--- config.mk ---
export PLATFORM = sky130hd
export DESIGN_NAME = ideirq_agg
export DESIGN_NICKNAME = d
export VERILOG_FILES = /design/src/rtl/ideirq_pkg.sv /design/src/rtl/ideirq_chan.sv /design/src/rtl/ideirq_regs.sv /design/src/rtl/ideirq_reduce.sv /design/src/rtl/ideirq_agg.sv
export SDC_FILE = /design/constraint.sdc
export NUM_CORES = 1
export LEC_CHECK = 0
export ABC_AREA = 1
export BUFFER_PORTS_ARGS = -buffer_cell sky130_fd_sc_hd__buf_2
export CAP_MARGIN = 10
export CORE_ASPECT_RATIO = 1.25
export CORE_UTILIZATION = 35
export CTS_CLUSTER_DIAMETER = 200
export DETAILED_ROUTE_END_ITERATION = 16
export GPL_TIMING_DRIVEN = 0
export PLACE_DENSITY = 0.58
export SLEW_MARGIN = 10
export SYNTH_ARGS = -nofsm -noshare
export SYNTH_HDL_FRONTEND = slang
export SYNTH_SLANG_ARGS = --single-unit
--- constraint.sdc ---
create_clock -name clk -period 2.3 [get_ports clk]
set_input_delay 0.115 -clock clk [delete_from_list [all_inputs] [get_ports clk]]
set_output_delay 0.115 -clock clk [all_outputs]
set_load 0.01 [all_outputs]
--- src/rtl/ideirq_pkg.sv ---
package ideirq_pkg;

   localparam int unsigned NCH          = 2;
   localparam int unsigned BYTE_W       = 8;
   localparam int unsigned MODE_PEND_LO = 2;
   localparam int unsigned MODE_MASK_LO = 4;
   localparam int unsigned PRI_PEND_BIT = 2;
   localparam int unsigned TIM_PEND_BIT = 4;

   typedef enum logic [1:0] {
      SEL_NONE = 2'd0,
      SEL_PRI  = 2'd1,
      SEL_TIM  = 2'd2,
      SEL_MODE = 2'd3
   } regsel_e;

endpackage

--- src/rtl/ideirq_chan.sv ---
module ideirq_chan (
   input  logic clk,
   input  logic rst,
   input  logic drv_i,
   input  logic clr_i,
   output logic pend_o
);

   logic prev_q;
   logic pend_q;
   logic rise;
   logic fall;

   assign rise = drv_i & ~prev_q;
   assign fall = ~drv_i & prev_q;

   always_ff @(posedge clk) begin
      if (rst) begin
         prev_q <= 1'b0;
         pend_q <= 1'b0;
      end else begin
         prev_q <= drv_i;
         if (rise)
            pend_q <= 1'b1;
         else if (fall || clr_i)
            pend_q <= 1'b0;
      end
   end

   assign pend_o = pend_q;

   AST_RISE_SETS: assert property (@(posedge clk) disable iff (rst)
      (drv_i && !prev_q) |=> pend_q);

   AST_FALL_CLEARS: assert property (@(posedge clk) disable iff (rst)
      (!drv_i && prev_q) |=> !pend_q);

   AST_ACK_CLEARS: assert property (@(posedge clk) disable iff (rst)
      (clr_i && !(drv_i && !prev_q)) |=> !pend_q);

   AST_NO_WRITE_SET: assert property (@(posedge clk) disable iff (rst)
      (!pend_q && !(drv_i && !prev_q)) |=> !pend_q);

   AST_COLLIDE_SET: assert property (@(posedge clk) disable iff (rst)
      (clr_i && drv_i && !prev_q) |=> pend_q);

endmodule

--- src/rtl/ideirq_regs.sv ---
module ideirq_regs
   import ideirq_pkg::*;
#(
   parameter int unsigned ADDR_W    = 8,
   parameter int unsigned DATA_W    = 8,
   parameter logic [ADDR_W-1:0] PRI_ADDR  = 8'h20,
   parameter logic [ADDR_W-1:0] TIM_ADDR  = 8'h24,
   parameter logic [ADDR_W-1:0] MODE_ADDR = 8'h2A
) (
   input  logic              clk,
   input  logic              rst,
   input  logic              wr_en,
   input  logic [ADDR_W-1:0] waddr,
   input  logic [DATA_W-1:0] wdata,
   input  logic [ADDR_W-1:0] raddr,
   input  logic [NCH-1:0]    pend_i,
   output logic [NCH-1:0]    clr_o,
   output logic [NCH-1:0]    mask_o,
   output logic [DATA_W-1:0] rdata
);

   localparam logic [DATA_W-1:0] PRI_KEEP = ~(DATA_W'(1) << PRI_PEND_BIT);
   localparam logic [DATA_W-1:0] TIM_KEEP = ~(DATA_W'(1) << TIM_PEND_BIT);

   regsel_e wsel;
   regsel_e rsel;
   logic [DATA_W-1:0] pri_q;
   logic [DATA_W-1:0] tim_q;
   logic [NCH-1:0]    mask_q;

   function automatic regsel_e decode(input logic [ADDR_W-1:0] a);
      if (a == PRI_ADDR)       return SEL_PRI;
      else if (a == TIM_ADDR)  return SEL_TIM;
      else if (a == MODE_ADDR) return SEL_MODE;
      else                     return SEL_NONE;
   endfunction

   assign wsel = wr_en ? decode(waddr) : SEL_NONE;
   assign rsel = decode(raddr);

   // acknowledge strobes: channel 0 from primary or mode, channel 1 from timing or mode
   always_comb begin
      clr_o[0] = ((wsel == SEL_PRI)  && wdata[PRI_PEND_BIT]) ||
                 ((wsel == SEL_MODE) && wdata[MODE_PEND_LO]);
      clr_o[1] = ((wsel == SEL_TIM)  && wdata[TIM_PEND_BIT]) ||
                 ((wsel == SEL_MODE) && wdata[MODE_PEND_LO+1]);
   end

   always_ff @(posedge clk) begin
      if (rst) begin
         pri_q  <= '0;
         tim_q  <= '0;
         mask_q <= '0;
      end else begin
         case (wsel)
            SEL_PRI:  pri_q  <= wdata & PRI_KEEP;
            SEL_TIM:  tim_q  <= wdata & TIM_KEEP;
            SEL_MODE: mask_q <= wdata[MODE_MASK_LO +: NCH];
            default:  ;
         endcase
      end
   end

   assign mask_o = mask_q;

   always_comb begin
      rdata = '0;
      case (rsel)
         SEL_PRI: begin
            rdata = pri_q;
            rdata[PRI_PEND_BIT] = pend_i[0];
         end
         SEL_TIM: begin
            rdata = tim_q;
            rdata[TIM_PEND_BIT] = pend_i[1];
         end
         SEL_MODE: begin
            rdata[MODE_PEND_LO +: NCH] = pend_i;
            rdata[MODE_MASK_LO +: NCH] = mask_q;
         end
         default: rdata = '0;
      endcase
   end

   AST_MASK_WRITE: assert property (@(posedge clk) disable iff (rst)
      (wr_en && waddr == MODE_ADDR) |=> mask_q == $past(wdata[MODE_MASK_LO +: NCH]));

   AST_PRI_HOLD: assert property (@(posedge clk) disable iff (rst)
      !(wr_en && waddr == PRI_ADDR) |=> $stable(pri_q));

   AST_PRI_PEND_FREE: assert property (@(posedge clk) disable iff (rst)
      1'b1 |=> !pri_q[PRI_PEND_BIT]);

endmodule

--- src/rtl/ideirq_reduce.sv ---
module ideirq_reduce
   import ideirq_pkg::*;
(
   input  logic           clk,
   input  logic           rst,
   input  logic [NCH-1:0] pend_i,
   input  logic [NCH-1:0] mask_i,
   output logic           irq_o
);

   logic [NCH-1:0] live;
   logic           irq_q;

   for (genvar c = 0; c < NCH; c++) begin : g_live
      assign live[c] = pend_i[c] & ~mask_i[c];
   end

   always_ff @(posedge clk) begin
      if (rst) irq_q <= 1'b0;
      else     irq_q <= |live;
   end

   assign irq_o = irq_q;

   AST_ALL_MASKED: assert property (@(posedge clk) disable iff (rst)
      (&mask_i) |=> !irq_q);

   AST_NONE_PENDING: assert property (@(posedge clk) disable iff (rst)
      (pend_i == '0) |=> !irq_q);

endmodule

--- src/rtl/ideirq_agg.sv ---
module ideirq_agg
   import ideirq_pkg::*;
#(
   parameter int unsigned ADDR_W    = 8,
   parameter int unsigned DATA_W    = 8,
   parameter logic [ADDR_W-1:0] PRI_ADDR  = 8'h20,
   parameter logic [ADDR_W-1:0] TIM_ADDR  = 8'h24,
   parameter logic [ADDR_W-1:0] MODE_ADDR = 8'h2A
) (
   input  logic              clk,
   input  logic              rst,
   input  logic [1:0]        drv_irq,
   input  logic              cfg_wr_en,
   input  logic [ADDR_W-1:0] cfg_addr,
   input  logic [DATA_W-1:0] cfg_wdata,
   input  logic [ADDR_W-1:0] cfg_raddr,
   output logic [DATA_W-1:0] cfg_rdata,
   output logic              irq_req
);

   if (DATA_W != BYTE_W) begin : g_bad_width
      $error("ideirq_agg: DATA_W must equal the byte width");
   end
   if (PRI_ADDR == TIM_ADDR || PRI_ADDR == MODE_ADDR || TIM_ADDR == MODE_ADDR) begin : g_bad_addr
      $error("ideirq_agg: register addresses must differ");
   end

   logic [NCH-1:0] pend;
   logic [NCH-1:0] clr;
   logic [NCH-1:0] mask;

   for (genvar c = 0; c < NCH; c++) begin : g_ch
      ideirq_chan u_chan (
         .clk    (clk),
         .rst    (rst),
         .drv_i  (drv_irq[c]),
         .clr_i  (clr[c]),
         .pend_o (pend[c])
      );
   end

   ideirq_regs #(
      .ADDR_W    (ADDR_W),
      .DATA_W    (DATA_W),
      .PRI_ADDR  (PRI_ADDR),
      .TIM_ADDR  (TIM_ADDR),
      .MODE_ADDR (MODE_ADDR)
   ) u_regs (
      .clk    (clk),
      .rst    (rst),
      .wr_en  (cfg_wr_en),
      .waddr  (cfg_addr),
      .wdata  (cfg_wdata),
      .raddr  (cfg_raddr),
      .pend_i (pend),
      .clr_o  (clr),
      .mask_o (mask),
      .rdata  (cfg_rdata)
   );

   ideirq_reduce u_reduce (
      .clk    (clk),
      .rst    (rst),
      .pend_i (pend),
      .mask_i (mask),
      .irq_o  (irq_req)
   );

   AST_RESET_QUIET: assert property (@(posedge clk)
      rst |=> !irq_req);

endmodule

## Yosys cells after proc, flatten, opt, wreduce, memory -nomap -nowiden

Cells that the tools add are included.

- Bitwise logic cells: 12
- Muxes and demuxes: 14
- Reductions and logical operators: 11
- Equal/unequal tests: 12

Operator list:

| kind | number |
|---|---|
| $eq A8 B6 Y1 const B | 6 |
| $mux W2 | 7 |
| $pmux W4 S3 | 1 |
| $eq A2 B2 Y1 const B | 4 |
| $pmux W2 S2 | 2 |
| $and A1 B1 Y1 | 6 |
| $not A1 Y1 | 6 |
| $eq A2 B1 Y1 const B | 2 |
| $logic_and A1 B1 Y1 | 4 |
| $logic_or A1 B1 Y1 | 4 |
| $mux W1 | 4 |
| $reduce_bool A2 Y1 | 2 |
| $reduce_or A2 Y1 | 1 |

- Logic and storage cells: 57
- Register bits: 21

## Depth between registers and ports, before layout

Gate-level depths: netlist (run 1).

- Depth in word-level cells: 11
- Depth in mapped cells: 9
- Gate-level depth less buffers: 9

## Hierarchy

From an unflattened synthesis (run 1), not the netlist that was laid out.

- Cell total of the unflattened synthesis: 174
- Area total of the unflattened synthesis: 1193.6 µm²

By module, submodules not included:

| module | seq. area each (µm²) | area an instance (µm²) | cells each | instances |
|---|---|---|---|---|
| ideirq_regs | 320.3 | 987.2 | 144 | 1 |
| ideirq_chan | 40.0 | 81.3 | 12 | 2 |
| ideirq_reduce | 20.0 | 43.8 | 6 | 1 |

## Worst setup path before layout (run 1)

OpenSTA, ideal clock, no wires.

- Path type: input -> output
- From: input cfg_raddr[0]
- To: output cfg_rdata[0]
- Arrival: 954 ps
- Path buffers: 0
- Slack: 1231 ps
- Stages on the path: 3
- Path through: or2_1 -> nor4_4 -> a22o_1

- Longest elaborated chain between the ends: 6

RTL lines:

| item | RTL line | RTL |
|---|---|---|
| from (decl) | ideirq_agg.sv:16 | `input logic [ADDR_W-1:0] cfg_raddr,` |
| $eq A8 B6 Y1 | ideirq_regs.sv:34 | `else if (a == MODE_ADDR) return SEL_MODE;` |
| $mux W2 | ideirq_regs.sv:34 |  |
| $mux W2 | ideirq_regs.sv:33 | `else if (a == TIM_ADDR) return SEL_TIM;` |
| $mux W2 (*) | ideirq_regs.sv:32 | `if (a == PRI_ADDR) return SEL_PRI;` |
| $eq A2 B2 Y1 / $eq A2 B1 Y1 (equally long branches) | ideirq_regs.sv:68 | `case (rsel)` |
| $pmux W2 S2 (*) | ideirq_regs.sv:68 |  |
| to (decl) | ideirq_agg.sv:17 | `output logic [DATA_W-1:0] cfg_rdata,` |

Every way passes the cells marked *; elsewhere a longest branch is shown, timed or not.

## Worst setup path after layout (run 1)

- From: input cfg_raddr[0]
- To: output cfg_rdata[3]

- Longest elaborated chain between the ends: 6

RTL lines:

| item | RTL line |
|---|---|
| $eq A8 B6 Y1 | ideirq_regs.sv:34 |
| $mux W2 | ideirq_regs.sv:34 |
| $mux W2 | ideirq_regs.sv:33 |
| $mux W2 (*) | ideirq_regs.sv:32 |
| $eq A2 B2 Y1 / $eq A2 B1 Y1 (equally long branches) | ideirq_regs.sv:68 |
| $pmux W4 S3 (*) | ideirq_regs.sv:68 |

Marks and branches as above.

==> impl_results.md, run 1 <==
* Reg-to-reg slack, setup at 1390 ps
* Main area contributors after synthesis: dfxtp_1 38%, nand2_1 12%, nor2_1 11%
* Total track usage at 0.170
* Grt ovf at 0
* Worst r2r dst: g_ch[1].u_chan.pend_o
* Leakage at 0.638 nW
* Critical Path RT at 2180 ps
* Placed inst area at 0.00133 mm^2
* Crit. Startpoint: cfg_raddr[0]
* DR WL/cell at 10.7 um
* Slew @ Worst Pin at 525 ps
* Critical setup path kind: in2out
* Remaining DRCs at 0
* Die H at 64.7 um
* Row count at 22
* Slowest Stage Delay on Critical Path at 480 ps
* Routability Congestion at 0.750
* R2R cell count at 4
* Worst Path Max Fanout at 8
* Worst min-delay path class: in2reg
* P&R area growth vs syn at 24.2%
* Die area at 0.00338 mm^2
* RSZ-0062 raised after global routing: no
* Worst-path cell chain: buf_2 > or2_1 > nor4_4 > nand2_1 > o211ai_1 > buf_2
* Total power at 631 uW
* Post-CTS Setup Bufs at 0
* Fin crit share at 0.635
* Ratio of cells with drive above 1 in the final layout at 0.248
* Via count at 1154
* Slew Viols, Final at 0
* Core ar. at 0.00297 mm^2
* CTS tree: yes
* Max-Cap Viols at 0
* CP max-delay cell: nor4_4
* Clk sink count at 21
* Drt total wl at 2580 um
* Critical path arrival at 1350 ps
* Clock Latency Late Sink at 310 ps
* I/O Pins at 38
* DR iter-0 viols at 16
* Yosys reg bits at 21
* Cell variety after synth at 25
* FF-to-FF Start: g_ch[1].u_chan.pend_o
* Mean Syn Cell Area at 6.72 um^2
* CP top delay family: simple AND/OR/NAND/NOR gates
* Worst rel slew slack at 0.647
* Final Setup Violations at 0
* FMAX at 0.684 GHz
* Detailed placement HPWL at 2000 um
* Max Clock Skew at 0.126 ps
* Synth top area share at 0.381
* Pre-antenna DRT Iters at 4
* Fin Setup TNS at 0 ps
* Crit-path most repeated cell: buf_2
* Syn nets at 193
* CTS clk-pin slew, worst paths at 110 ps
* Port buffer count at 37
* Minimum clock period at 1460 ps
* Largest net degree at the start of global routing at 12
* Hold Fails Final Rpt at 0
* Post-Synthesis Cells at 164
* Final ANT Viol Nets at 0
* Vias in the first global route at 1027
* Power per cell area at 461 mW/mm^2
* Maximum vdd drop at 0.192 mV
* Worst setup SP type: primary input
* Final Cell Area at 0.00137 mm^2
* Initial antenna violation count at 0
* Die X at 52.2 um
* H-tree depth at 1
* Critical path depth at 6
* Clock buffer depth at 2
* Post_cts resized at 0
* Synth Cell Area at 0.00110 mm^2
* Critical path endpoint: cfg_rdata[3]
* Final #Nets at 236
* First-pass GRT wire length at 4260 um
* Initial Util at 0.371
* Part of the Yosys area used for sequential elements at 0.381
* Root buf cell: clkbuf_4
* Synth warn at 0
* # diodes at 0
* Area leader, netlist: dfxtp_1
* Crit end category: output port
* Critical path buffers and inverters at 2
* Outcome: finished clean
* Detailed-route vias per instance at 4.77
* TritonCTS Buffers at 3
==> flip-flops by register name, indices dropped and copies added, names as in the netlist <==
name                count
u_reduce.irq_o          1
g_ch.u_chan.prev_q      2
g_ch.u_chan.pend_o      2
u_regs.pri_q            7
u_regs.mask_o           2
u_regs.tim_q            7
==> logic make-up after synthesis <==
| kind of cell | share of synthesized area |
|---|---|
| buffers and inverters | 0.0817 |
| AO/OA/AOI/OAI | 0.195 |
| AND/OR/NAND/NOR | 0.342 |
| flip-flops | 0.381 |
==> worst min-delay path by stage <==
stage	startpoint	endpoint	slack [ps]	cells past startpoint
3_3_place_gp	rst	g_ch[0].u_chan.prev_q	310	2
6_report	drv_irq[1]	g_ch[1].u_chan.prev_q	40	3
3_5_place_dp	rst	g_ch[0].u_chan.prev_q	320	2
2_1_floorplan	rst	g_ch[0].u_chan.prev_q	200	1
5_1_grt	drv_irq[0]	g_ch[0].u_chan.prev_q	40	3
4_1_cts	drv_irq[1]	g_ch[1].u_chan.prev_q	40	3
==> layout make-up <==
type,instances,area (um^2)
Buffer,1,3.75
Inverter,23,86.3
Fill cell,329,1600
Tap cell,36,45.0
Sequential cell,21,420
Timing Repair Buffer,38,195
Multi-Input combinational cell,119,592
Clock buffer,4,26.3
==> cells in the mapped netlist (all sizes together) <==
master  instances
nand2          40
nor2           34
inv            23
dfxtp          21
o21ai          18
a21oi          11
a22o            4
nand3           3
o211ai          2
a211oi          1
clkbuf          1
nand4           1
nor3            1
nor3b           1
nor4            1
o221ai          1
or2             1
==> cell usage in the layout (no fill, tap or decap), types with 3 or more instances in the layout <==
master and instances:
nand2_2 3, nor2_1 31, clkbuf_4 3, dfxtp_1 21, a21oi_1 10, a22o_1 4
inv_1 22, nand2_1 36, o21ai_0 17, buf_2 37
==> power by group <==
group / total [mW] / internal [mW] / switching [mW]
registers: 0.375 / 0.371 / 0.00388
clock network: 0.179 / 0.0678 / 0.111
logic: 0.0768 / 0.0333 / 0.0434
total: 0.631 / 0.472 / 0.159
==> metrics by stage <==
step / hold slack [ps] / cells / utilization / setup WS, ps
final: 37.7 / 242 / 0.460 / 839
after global routing: 40.8 / 242 / 0.460 / 718
after CTS: 38.5 / 242 / 0.460 / 834
after detailed placement: 319 / 237 / 0.448 / 839
after global placement: 313 / 237 / 0.448 / 874
after floorplan: 198 / 164 / - / 1230
==> what timing repair did <==
item | CTS | global route
endpoints found under the hold margin | 1 | 0
setup endpoints to repair | 0 | 0
hold buffers | 1 | 0
==> worst min-delay path: stages <==
cell and delay [ps]:
buf_2 90, inv_1 60, nor2_1 50
==> routing by layer <==
metal  track usage  share of wire  wire, um
met4        0.0888          0.023        59
met2         0.296           0.47      1210
met3        0.0141          0.040       104
met1         0.199           0.47      1200
met5             0              0         0
(Power assumes the default switching activity.)
==> run 2, diff against run 1 <==
Clock period 2.3 ns to 1.5 ns, I/O delays scaled along.
==> run 2 against run 1 <==
The run now ends with hold timing left. Flip-flop and latch count is the same. Clock skew is essentially flat. Register-to-register slack got worse by 800 ps. Critical endpoint unchanged. Worst setup slack worse by 680 ps. Critical path type unchanged.
==> impl_results.md, run 2 (synthesized netlist as in run 1, its figures left out) <==
* Outcome: finished, violations left
* Failing checks: hold timing
* Port buffer count at 37 (unchanged)
* Die area at 0.00338 mm^2 (unchanged)
* Clock buffer depth at 2 (unchanged)
* Max-Cap Viols at 0 (unchanged)
* First-pass GRT wire length at 4280 um (+0.33%)
* Final #Nets at 239 (+1.3%)
* Leakage at 0.653 nW (+2.4%)
* FF-to-FF Start: g_ch[1].u_chan.pend_o
* H-tree depth at 1 (unchanged)
* CTS tree: yes
* Ratio of cells with drive above 1 in the final layout at 0.254 (+0.00602)
* Reg-to-reg slack, setup at 590 ps (-800 ps)
* Critical Path RT at 1420 ps (-760 ps)
* CTS clk-pin slew, worst paths at 110 ps (about the same)
* Remaining DRCs at 0 (unchanged)
* Critical path arrival at 1270 ps (-80 ps)
* Hold Fails Final Rpt at 1 (+1)
* Root buf cell: clkbuf_4
* Routability Congestion at 0.750 (unchanged)
* Die X at 52.2 um (unchanged)
* Maximum vdd drop at 0.294 mV (+53%)
* P&R area growth vs syn at 26.4%
* Critical path buffers and inverters at 3 (+1)
* WHS Endpoint: g_ch[0].u_chan.prev_q
* Core ar. at 0.00297 mm^2 (unchanged)
* Sequential fraction of design power at 0.593 (about the same)
* Detailed-route vias per instance at 4.73 (-0.88%)
* Hold Crit Start: drv_irq[0]
* Placed inst area at 0.00133 mm^2 (unchanged)
* Fin Setup TNS at 0 ps (unchanged)
* Hold path depth at 3 (unchanged)
* Clock Latency Late Sink at 310 ps (about the same)
* Initial Util at 0.371 (unchanged)
* Worst rel slew slack at 0.673 (+0.0261)
* Worst-path cell chain: buf_2 > or2_1 > nor3_1 > nand2_1 > inv_1 > nand2_1 > o211ai_1 > buf_2
* Slowest Stage Delay on Critical Path at 260 ps (-220 ps)
* Critical setup path kind: in2out
* Post_cts resized at 0 (unchanged)
* Fin crit share at 0.895
* Grt ovf at 0 (unchanged)
* DR WL/cell at 10.7 um (about the same)
* Row count at 22 (unchanged)
* Worst setup SP type: primary input
* Area occupied by multi-input gates at 592 um^2 (unchanged)
* Final Setup Violations at 0 (unchanged)
* CP top delay family: simple AND/OR/NAND/NOR gates
* Clock power share at 0.284 (about the same)
* Worst Path Max Fanout at 7 (-1)
* Largest net degree at the start of global routing at 12 (unchanged)
* Pre-antenna DRT Iters at 4 (unchanged)
* RSZ-0062 raised after global routing: no
* Total track usage at 0.170 (+0.000475)
* Sw Ratio at 0.252 (about the same)
* Hold slack at -1.60 ps (-39.3 ps)
* Slew Viols, Final at 0 (unchanged)
* Gate power share at 0.124 (+0.002)
* Final ANT Viol Nets at 0 (unchanged)
* Cell-internal power at 726 uW (+54%)
* Final Cell Area at 0.00139 mm^2 (+1.8%)
* # diodes at 0 (unchanged)
* Commonest non-fill, non-tap cell in the layout: buf_2
* Via count at 1158 (+0.35%)
* Crit end category: output port
* Initial antenna violation count at 0 (unchanged)
* Slew @ Worst Pin at 490 ps (-35.2 ps)
* I/O Pins at 38 (unchanged)
* Detailed placement HPWL at 2000 um (unchanged)
* Worst min-delay path class: in2reg
* Drt total wl at 2610 um (+1.3%)
* Vias in the first global route at 1030 (+0.29%)
* Minimum clock period at 1340 ps
* Register area at 420 um^2 (unchanged)
* Clk sink count at 21 (unchanged)
* Regs by FF count: u_regs.pri_q: 7 flops, u_regs.tim_q: 7 flops
* Fillers at 329 (unchanged)
* Worst r2r dst: g_ch[1].u_chan.pend_o
* Die H at 64.7 um (unchanged)
* Power per cell area at 696 mW/mm^2 (+51%)
* DR iter-0 viols at 14 (-2)
* Max Clock Skew at 0.603 ps (+0.477 ps)
* CP max-delay cell: or2_1
* Psw at 244 uW (+54%)
* Commonest cells after routing, fill and taps aside: 37 x buf_2, 36 x nand2_1, 31 x nor2_1
* R2R cell count at 4 (unchanged)
* TritonCTS Buffers at 3 (unchanged)
* FMAX at 0.745 GHz
-- run 2: how the worst max path moves through the flow --
stage                   end  cells past startpoint         start  slack [ps]
2_1_floorplan  cfg_rdata[0]                      3  cfg_raddr[0]         510
3_3_place_gp   cfg_rdata[3]                      6  cfg_raddr[0]         150
3_5_place_dp   cfg_rdata[3]                      6  cfg_raddr[0]         120
4_1_cts        cfg_rdata[3]                      6  cfg_raddr[0]         110
5_1_grt        cfg_rdata[5]                      8  cfg_raddr[0]          40
6_report       cfg_rdata[3]                      8  cfg_raddr[0]         160
-- run 2: routing by layer --
layer	wire (um)	GRT usage
met5	0	0
met4	59	0.0888
met2	1220	0.296
met1	1220	0.201
met3	109	0.0141
-- run 2: timing repair --
| action | 4_1_cts | 5_1_grt |
|---|---|---|
| hold buffers | 2 | 0 |
| endpoints found under the hold margin | 2 | 0 |
| setup endpoints to repair | 0 | 1 |
| buffers inserted | 0 | 2 |
-- run 2: power by group through the flow --
stage	logic [mW]	registers, mW	clock network [mW]
finish	0.120	0.575	0.275
global route	0.138	0.577	0.305
CTS	0.121	0.575	0.280
detailed placement	0.117	0.588	0
global placement	0.112	0.587	0
floorplan	0.0537	0.587	0
-- run 2: metrics by stage --
stage          hold slack (ps)  power [mW]  setup slack [ps]  utilization  std cells
2_1_floorplan              158       0.641               511            -        164
3_5_place_dp               279       0.704               119        0.448        237
3_3_place_gp               273       0.699               154        0.448        237
5_1_grt                  0.849        1.02              42.3        0.469        245
4_1_cts                  0.657       0.976               114        0.464        243
6_report                 -1.60       0.970               157        0.469        245
-- run 2: area by class of cell --
type,count,share of cell area
flip-flops and latches,21,0.302
well taps,36,0.0323
inverters,23,0.0619
clock buffers,4,0.0189
multi-input cells,119,0.425
plain buffers,1,0.00269
repair buffers,41,0.158
-- run 2: worst register-to-register path, cell delays in order, from the launching register on --
cell,delay [ps]
dfxtp_1,350
inv_1,70
a211oi_1,250
nand3_1,120
nand2_1,70
==> run 3, diff against run 2 <==
Settings changed: ABC_AREA 1 to default.
==> run 3 against run 2 <==
Synthesized area is 4.9% higher. Worst setup slack got worse by 170 ps. Worst hold slack better by 18 ps. Design area rose by 4.8%. Die area rose by 4.7%. The flow finishes with violations (setup timing). Via count fell by 14%. Clock skew is 4.5 ps higher. Register-to-register slack worse by 30 ps. Maximum frequency down 11%.
==> impl_results.md, run 3 <==
* Outcome: finished, violations left
* Failing checks: setup timing
* Max Clock Skew at 5.15 ps (+4.55 ps)
* Worst min-delay path class: in2reg
* Part of the Yosys area used for sequential elements at 0.364 (-0.0177)
* Clock Latency Late Sink at 300 ps (about the same)
* Final Setup Violations at 3 (+3)
* Synth warn at 0 (unchanged)
* P&R area growth vs syn at 26.4% (about the same)
* Slew Viols, Final at 0 (unchanged)
* Die H at 66.3 um (+2.3%)
* Via count at 998 (-14%)
* FF-to-FF Start: g_ch[1].u_chan.prev_q
* Hold slack at 16.3 ps (+17.9 ps)
* Die X at 53.4 um (+2.3%)
* Drt total wl at 2640 um (+1.1%)
* Core ar. at 0.00303 mm^2 (+1.9%)
* I/O Pins at 38 (unchanged)
* Leakage at 0.601 nW (-7.9%)
* Pre-antenna DRT Iters at 4 (unchanged)
* Initial Util at 0.382 (+0.0110)
* Placed inst area at 0.00139 mm^2 (+4.0%)
* R2R cell count at 2 (-2)
* Syn nets at 143 (-26%)
* Final Cell Area at 0.00146 mm^2 (+4.8%)
* Ys flop type: dfxtp_1
* Crit end category: output port
* # diodes at 0 (unchanged)
* Reg-to-reg slack, setup at 560 ps (-30 ps)
* Post-route setup slack at -12.2 ps (-169 ps)
* Detailed placement HPWL at 1970 um (-1.2%)
* Total track usage at 0.168 (-0.00232)
* Port buffer count at 37 (unchanged)
* Vias in the first global route at 1014 (-1.6%)
* Largest net degree at the start of global routing at 13 (+1)
* DR WL/cell at 13.7 um (+29%)
* Regs by FF count: u_regs.pri_q: 7 flops, u_regs.tim_q: 7 flops
* Final Util at 0.483 (+0.0138)
* Commonest cells in the netlist: 21 x dfxtp_1, 16 x mux2i_1, 15 x nand2b_1
* FMAX at 0.661 GHz (-11%)
* TritonCTS Buffers at 3 (unchanged)
* Clock buffer depth at 2 (unchanged)
* Main area contributors after synthesis: dfxtp_1 36%, mux2i_1 14%, nand2b_1 8.1%
* Power per cell area at 668 mW/mm^2 (-4.1%)
* Worst setup SP type: primary input
* Maximum vdd drop at 0.390 mV (+33%)
* Remaining DRCs at 0 (unchanged)
* Minimum clock period at 1510 ps (+169 ps)
* Mean Syn Cell Area at 10.1 um^2 (+51%)
* CTS clk-pin slew, worst paths at 110 ps (about the same)
* Detailed-route vias per instance at 5.20 (+10%)
* Worst rel slew slack at 0.476 (-0.197)
* Dominant cell by count in the synthesized netlist: dfxtp_1
* Critical setup path kind: in2out
* Final #Nets at 186 (-22%)
* Hold Crit Start: drv_irq[0]
* Clk sink count at 21 (unchanged)
* Fillers at 301 (-8.5%)
* Synth top area share at 0.364 (-0.0177)
* Slew @ Worst Pin at 780 ps (+290 ps)
* Commonest non-fill, non-tap cell in the layout: buf_2
* Cell variety after synth at 37 (+48%)
* Max-Cap Viols at 0 (unchanged)
* WHS Endpoint: g_ch[0].u_chan.prev_q
* Synth Cell Area at 0.00116 mm^2 (+4.9%)
* Critical path arrival at 1440 ps (+170 ps)
* Asr flop ratio synth at 0 (unchanged)
* Row count at 22 (unchanged)
* Post-Synthesis Cells at 114 (-30%)
* Hold path depth at 2 (-1)
* Worst Path Max Fanout at 3 (-4)
* Fin crit share at 1.01 (+0.113)
* Ratio of cells with drive above 1 in the final layout at 0.359 (+0.105)
* Routability Congestion at 0.714 (-4.8%)
* EDFF count, synth at 0 (unchanged)
* CTS tree: yes
* Final ANT Viol Nets at 0 (unchanged)
* Critical Path RT at 1420 ps (about the same)
* DR iter-0 viols at 18 (+4)
* Commonest cells after routing, fill and taps aside: 36 x buf_2, 20 x dfxtp_1, 16 x mux2i_1
* Total power at 976 uW (+0.55%)
* H-tree depth at 1 (unchanged)
* Root buf cell: clkbuf_4
* Worst r2r dst: g_ch[1].u_chan.pend_o
* First-pass GRT wire length at 4260 um (-0.49%)
* Yosys reg bits at 21 (unchanged)
* RSZ-0062 raised after global routing: yes
* Grt ovf at 0 (unchanged)
* Die area at 0.00354 mm^2 (+4.7%)
* Area leader, netlist: dfxtp_1
* Hold Fails Final Rpt at 0 (-1)
* Initial antenna violation count at 0 (unchanged)
## run 3: changes by cell type after synthesis, sizes merged, moves of 15 or more
| cell | delta |
|---|---|
| inv | -18 |
| nor2 | -32 |
| nand2 | -38 |
| nand2b | +15 |
| mux2i | +16 |
| o21ai | -17 |
## run 3: final cells by class
type,count,area (um^2),area share
clock inverter,1,5.00,0.00342
buffer,4,22.5,0.0154
tap,36,45.0,0.0308
timing repair buffer,38,203,0.139
multi-input combinational,84,723,0.495
sequential,21,422,0.289
clock buffer,3,22.5,0.0154
inverter,5,18.8,0.0128
## run 3: cells by family (layout without fill, tap and decap cells)
family | Yosys count | in the layout | synth area share
simple gates | 53 | 53 | 0.353
flops | 21 | 21 | 0.364
mux | 16 | 16 | 0.139
compound gates | 13 | 13 | 0.0942
buf+inv | 9 | 51 | 0.0357
xor+xnor | 2 | 2 | 0.0152
## run 3: stage by stage
stage                     setup slack, ps  setup TNS [ps]  cells
after global routing                -54.4            -265    192
after CTS                           -38.6            -201    192
after detailed placement             -165           -1700    187
final                               -12.2           -24.1    192
after floorplan                       178               0    114
after global placement               -186           -1310    187
## run 3: worst max-delay path by stage
stage                              end  slack [ps]          from  cells after the start
after floorplan           cfg_rdata[3]         180  cfg_raddr[4]                      3
after global placement    cfg_rdata[3]        -190  cfg_raddr[4]                      5
after detailed placement  cfg_rdata[5]        -170  cfg_raddr[4]                      5
after CTS                 cfg_rdata[5]         -40  cfg_raddr[6]                      6
after global routing      cfg_rdata[5]         -50  cfg_raddr[6]                      5
final                     cfg_rdata[5]         -10  cfg_raddr[6]                      5
## run 3: per-layer routing
metal  GRT usage  part of all wire  vias up  wire, um
met1       0.207              0.44      464      1160
met3      0.0138             0.047        2       123
li1            -                 -      500         -
met4      0.0888             0.013        0        35
met5           0                 0        -         0
met2       0.280              0.50       32      1320
## run 3: power by group
group	switching, mW	internal [mW]
clock network	0.168	0.0993
registers	0.00410	0.569
logic	0.0677	0.0674
## run 3: repair_timing
action | CTS | global route
setup buffers | 1 | 0
pin swaps | 3 | 3
resized for setup | 4 | 5
endpoints found under the setup margin | 7 | 8
hold buffers | 0 | 0
## run 3: critical path, cell delays in order
cell and delay [ps]:
buf_6 90, or4b_4 570, nor4_2 360, a221o_1 210
buf_2 120
